<file path="config.mk">
export PLATFORM = sky130hd
export DESIGN_NAME = link_bkpt_mon
export DESIGN_NICKNAME = d
export VERILOG_FILES = /design/src/rtl/lbm_pkg.sv /design/src/rtl/lbm_rst_sync.sv /design/src/rtl/lbm_match.sv /design/src/rtl/lbm_ctrl_reg.sv /design/src/rtl/lbm_event.sv /design/src/rtl/link_bkpt_mon.sv
export SDC_FILE = /design/constraint.sdc
export NUM_CORES = 1
export LEC_CHECK = 0
export ABC_CLOCK_PERIOD_IN_PS = 800
export BUFFER_PORTS_ARGS = -buffer_cell sky130_fd_sc_hd__buf_2
export CAP_MARGIN = 10
export CORE_MARGIN = 1
export CORE_UTILIZATION = 37
export DETAILED_ROUTE_END_ITERATION = 10
export PLACE_DENSITY = 0.74
export SLEW_MARGIN = 10
export SYNTH_ARGS = -nofsm -noshare
export SYNTH_HDL_FRONTEND = slang
export SYNTH_SLANG_ARGS = --single-unit
</file>
<file path="constraint.sdc">
create_clock -name clk -period 0.8 [get_ports clk]
set_input_delay 0.16 -clock clk [delete_from_list [all_inputs] [get_ports clk]]
set_output_delay 0.16 -clock clk [all_outputs]
set_load 0.01 [all_outputs]
</file>
<file path="src/rtl/lbm_pkg.sv">
package lbm_pkg;
  // Status/enable flags of the control word (upper two bits).
  typedef struct packed {
    logic enable;
    logic trig;
  } lbm_flags_t;
  localparam int unsigned LBM_FLAG_W = 2;
endpackage

</file>
<file path="src/rtl/lbm_rst_sync.sv">
module lbm_rst_sync #(
  parameter int unsigned STAGES = 2
) (
  input  logic clk,
  input  logic arst_n,
  output logic srst_n
);
  logic [STAGES-1:0] chain_q;
  logic [STAGES-1:0] chain_d;

  always_comb begin
    chain_d = {chain_q[STAGES-2:0], 1'b1};
  end

  always_ff @(posedge clk or negedge arst_n) begin
    if (!arst_n) chain_q <= '0;
    else         chain_q <= chain_d;
  end

  assign srst_n = chain_q[STAGES-1];
endmodule

</file>
<file path="src/rtl/lbm_match.sv">
module lbm_match
  import lbm_pkg::*;
#(
  parameter int unsigned DATA_W = 16
) (
  input  logic              valid,
  input  logic              accept,
  input  logic [DATA_W-1:0] data,
  input  logic [DATA_W-1:0] match_val,
  input  lbm_flags_t        flags,
  output logic              fire
);
  logic xfer;
  logic equal;

  always_comb begin
    xfer  = valid & accept;
    equal = (data == match_val);
    fire  = xfer & equal & flags.enable & ~flags.trig;
  end
endmodule

</file>
<file path="src/rtl/lbm_ctrl_reg.sv">
module lbm_ctrl_reg
  import lbm_pkg::*;
#(
  parameter int unsigned DATA_W = 16,
  localparam int unsigned WORD_W = DATA_W + LBM_FLAG_W
) (
  input  logic              clk,
  input  logic              rst_n,
  input  logic              load,
  input  logic [WORD_W-1:0] wdata,
  input  logic              fire,
  output logic [DATA_W-1:0] match_val,
  output lbm_flags_t        flags,
  output logic [WORD_W-1:0] rdata
);
  logic [DATA_W-1:0] val_q, val_d;
  lbm_flags_t        flg_q, flg_d;
  logic              val_en, flg_en;

  // Next state: a firing match always sets the trig flag, even over a clearing write.
  always_comb begin
    val_en       = load;
    flg_en       = load | fire;
    val_d        = wdata[DATA_W-1:0];
    flg_d.enable = load ? wdata[DATA_W+1] : flg_q.enable;
    flg_d.trig   = (load ? wdata[DATA_W] : flg_q.trig) | fire;
  end

  always_ff @(posedge clk or negedge rst_n) begin
    if (!rst_n)      val_q <= '0;
    else if (val_en) val_q <= val_d;
  end

  always_ff @(posedge clk or negedge rst_n) begin
    if (!rst_n)      flg_q <= '0;
    else if (flg_en) flg_q <= flg_d;
  end

  assign match_val = val_q;
  assign flags     = flg_q;
  assign rdata     = {flg_q.enable, flg_q.trig, val_q};
endmodule

</file>
<file path="src/rtl/lbm_event.sv">
module lbm_event (
  input  logic clk,
  input  logic rst_n,
  input  logic fire,
  output logic evt
);
  logic evt_q, evt_d;

  always_comb evt_d = fire;

  always_ff @(posedge clk or negedge rst_n) begin
    if (!rst_n) evt_q <= 1'b0;
    else        evt_q <= evt_d;
  end

  assign evt = evt_q;
endmodule

</file>
<file path="src/rtl/link_bkpt_mon.sv">
module link_bkpt_mon
  import lbm_pkg::*;
#(
  parameter int unsigned DATA_W = 16,
  localparam int unsigned WORD_W = DATA_W + LBM_FLAG_W
) (
  input  logic              clk,
  input  logic              rst_n,
  input  logic              lnk_valid,
  input  logic              lnk_accept,
  input  logic [DATA_W-1:0] lnk_data,
  input  logic              cfg_load,
  input  logic [WORD_W-1:0] cfg_wdata,
  output logic [WORD_W-1:0] cfg_rdata,
  output logic              dbg_event
);
  logic              rst_q_n;
  logic              fire;
  logic [DATA_W-1:0] match_val;
  lbm_flags_t        flags;

  lbm_rst_sync #(.STAGES(2)) u_rst (
    .clk(clk), .arst_n(rst_n), .srst_n(rst_q_n)
  );

  lbm_match #(.DATA_W(DATA_W)) u_match (
    .valid(lnk_valid), .accept(lnk_accept), .data(lnk_data),
    .match_val(match_val), .flags(flags), .fire(fire)
  );

  lbm_ctrl_reg #(.DATA_W(DATA_W)) u_reg (
    .clk(clk), .rst_n(rst_q_n), .load(cfg_load), .wdata(cfg_wdata),
    .fire(fire), .match_val(match_val), .flags(flags), .rdata(cfg_rdata)
  );

  lbm_event u_evt (
    .clk(clk), .rst_n(rst_q_n), .fire(fire), .evt(dbg_event)
  );
endmodule

</file>
==> flow_summary.json <==
{
  "status": "complete, but fails checks",
  "violations": "setup timing",
  "drt-total-wl_um": 2655,
  "clkPwrFrac_pct": 18.2,
  "placed_area_um2": 1434,
  "final_area_um2": 1747,
  "vdd.ir_drop.worst_mv": 1.136,
  "cts.sinks": 21,
  "numCtsBuffers": 3,
  "rsz0062_at_grt": "true",
  "yosys_warnings": 0,
  "htreeDepth": 1,
  "clock_latency_ps": 290,
  "pwr-share-seq_pct": 45.8,
  "final_max_slew_viol_count": 0,
  "die_h_um": 52.46,
  "seq_area_frac_synth_pct": 55.78,
  "netlist_area_um2": 942.2,
  "skew_ps": 7.522,
  "die_area_um2": 2752,
  "drive_gt1_share_pct": 68.83,
  "rows": 17,
  "yosys.area.top_type_share_pct": 55.78,
  "total_leakage_power_nw": 0.8875,
  "die_w_um": 52.46,
  "yosysTopAreaCell": "dfrtp_1",
  "switchingPower_w": 0.0007127,
  "synth_cells": 67,
  "cp-start-kind": "register",
  "cts_tree": "built",
  "gp_congestion": 0.6702,
  "arrival_ps": 1520,
  "n_antenna_cell": 0,
  "maxCapViolCount": 0,
  "nets": 194,
  "min_period_over_period_pct": 164.7,
  "grt-ovfl-total": 0,
  "drcViolationCount": 0,
  "numPortBuffers": 57,
  "p_sw_share_pct": 26.33,
  "worst_ep_required_time_ps": 1000,
  "cts_root_buffer": "clkbuf_4",
  "setup_slack_ps": -517.6,
  "start_util_pct": 41.01,
  "grt_pass1_vias": 913,
  "intPower_w": 0.001994,
  "finalHoldViolCount": 0,
  "fillers": 153,
  "grt_usage_pct": 19.88,
  "drt_iter0_markers": 1,
  "crit_fanout": 2,
  "fin_hold_ws_ps": 85.28,
  "power_density_nw_per_um2": 1550,
  "finalSetupViolCount": 38,
  "clkSlewWorstSetupHoldPaths_ps": 110,
  "drtAntennaViolNets": 0,
  "synth.net_count": 106,
  "yosysUniqueCellTypes": 14,
  "fin_util_pct": 76.03,
  "setup.worst_path.end_class": "register",
  "worstSetupPathType": "reg2reg",
  "wl_per_cell_um": 14.59,
  "ios": 58,
  "fmax_mhz": 759.0,
  "hpwl_um": 1714,
  "final_common_cell": "buf_6",
  "viasPerCell": 4.703,
  "area_delta_synth_final_pct": 85.39,
  "antenna_found_initial": 0,
  "synth_area_per_cell_um2": 14.06,
  "synth-seq-cells": 21,
  "clockBufferDepth": 2,
  "comb_power_share_pct": 36.0,
  "dr.pass1.iters": 2,
  "pre_cts_ws_ps": -543.8,
  "period_minus_slack_ps": 1318,
  "ys_top_cells_by_area": "dfrtp_1 56%, mux2_2 20%, xor2_1 11%",
  "final_cell_mix": "41 x buf_6, 40 x buf_2, 21 x dfrtp_1",
  "grt_max_degree": 20,
  "vias": 856,
  "grt_pass1_wl_um": 3877,
  "hold_class": "in2reg",
  "fp.coreArea_um2": 2297
}
-- what timing repair did --
| item | CTS | global route |
|---|---|---|
| hold buffers | 1 | 0 |
| gates resized for setup | 35 | 16 |
| pin swaps | 7 | 2 |
| setup buffers | 5 | 10 |
| cloned | 0 | 0 |
| endpoints found under the hold margin | 2 | 0 |
| setup endpoints to repair | 38 | 38 |
-- path summary, 6_finish.rpt --
kind / start / end / slack, ps / cells after the start
worst min-delay path: cfg_wdata[11] / u_reg.match_val[11]$_DFFE_PN0P_ / 90 / 2
max in group asynchronous: u_rst.chain_q[1]$_DFF_PN0_ / u_reg.match_val[1]$_DFFE_PN0P_ / 380 / 1
worst min register to register: u_rst.chain_q[1]$_DFF_PN0_ / u_reg.match_val[3]$_DFFE_PN0P_ / 210 / 1
worst max register to register: u_reg.match_val[15]$_DFFE_PN0P_ / u_reg.flags[0]$_DFFE_PN0P_ / -520 / 4
min in group asynchronous: rst_n / u_rst.chain_q[0]$_DFF_PN0_ / 160 / 2
worst max-delay path: u_reg.match_val[15]$_DFFE_PN0P_ / u_reg.flags[0]$_DFFE_PN0P_ / -520 / 4
-- registers in the layout (all words and copies together) (netlist names) --
name	flops
u_reg.match_val	16
u_reg.flags	2
u_rst.chain_q	2
u_evt.evt	1
-- layer usage --
metal	routed length [um]	vias up	part of all wire (%)	track usage [%]
li1	-	406	-	-
met5	0	-	0	0
met4	38	0	1.4	7.895
met1	963	409	36	22.57
met2	1514	37	57	36.71
met3	138	4	5.2	2.899
-- metrics by stage --
stage / total power [W] / setup TNS, ps / cells
6_report: 0.002707 / -9289 / 182
5_1_grt: 0.002867 / -10740 / 182
4_1_cts: 0.002635 / -8887 / 177
3_5_place_dp: 0.001922 / -2624 / 169
3_3_place_gp: 0.001902 / -2411 / 169
2_1_floorplan: 0.001561 / -1004 / 67
-- cell usage after synthesis --
cell type,instances
dfrtp_1,21
mux2_2,17
xor2_1,12
xnor2_1,4
buf_2,2
nand3_1,2
nor4_1,2
and4b_1,1
conb_1,1
mux2i_1,1
nand2_1,1
nor3_1,1
nor4_2,1
o31ai_1,1
-- layout make-up --
type / count / area (um2) / share of cell area [%]
Clock buffer: 4 / 26.28 / 1.504
Multi-Input combinational cell: 44 / 452.9 / 25.93
Sequential cell: 21 / 525.5 / 30.09
Tap cell: 28 / 35.03 / 2.006
Timing Repair Buffer: 85 / 706.9 / 40.47
-- critical path, cell delays in order, from the launching register on --
cell,delay [ps]
dfrtp_1,410
xor2_1,150
nor4_2,270
nand3_1,150
o31ai_2,240
-- power by group through the flow --
| stage | combinational [W] | sequential, W | clock (W) |
|---|---|---|---|
| after global routing | 0.00104 | 0.00125 | 0.000576 |
| after CTS | 0.000887 | 0.00123 | 0.000514 |
| after detailed placement | 0.000678 | 0.00124 | 0 |
| after floorplan | 0.000250 | 0.00131 | 0 |
| after global placement | 0.000666 | 0.00124 | 0 |
| final | 0.000975 | 0.00124 | 0.000492 |
-- cell families after synthesis --
family                 synth area share, %
AO/OA/AOI/OAI                       0.7971
XOR/XNOR                             14.87
buffers and inverters                1.062
flip-flops                           55.78
multiplexers                         21.38
other                               0.3980
AND/OR/NAND/NOR                      5.709
Power figures use the tool's default switching activity.
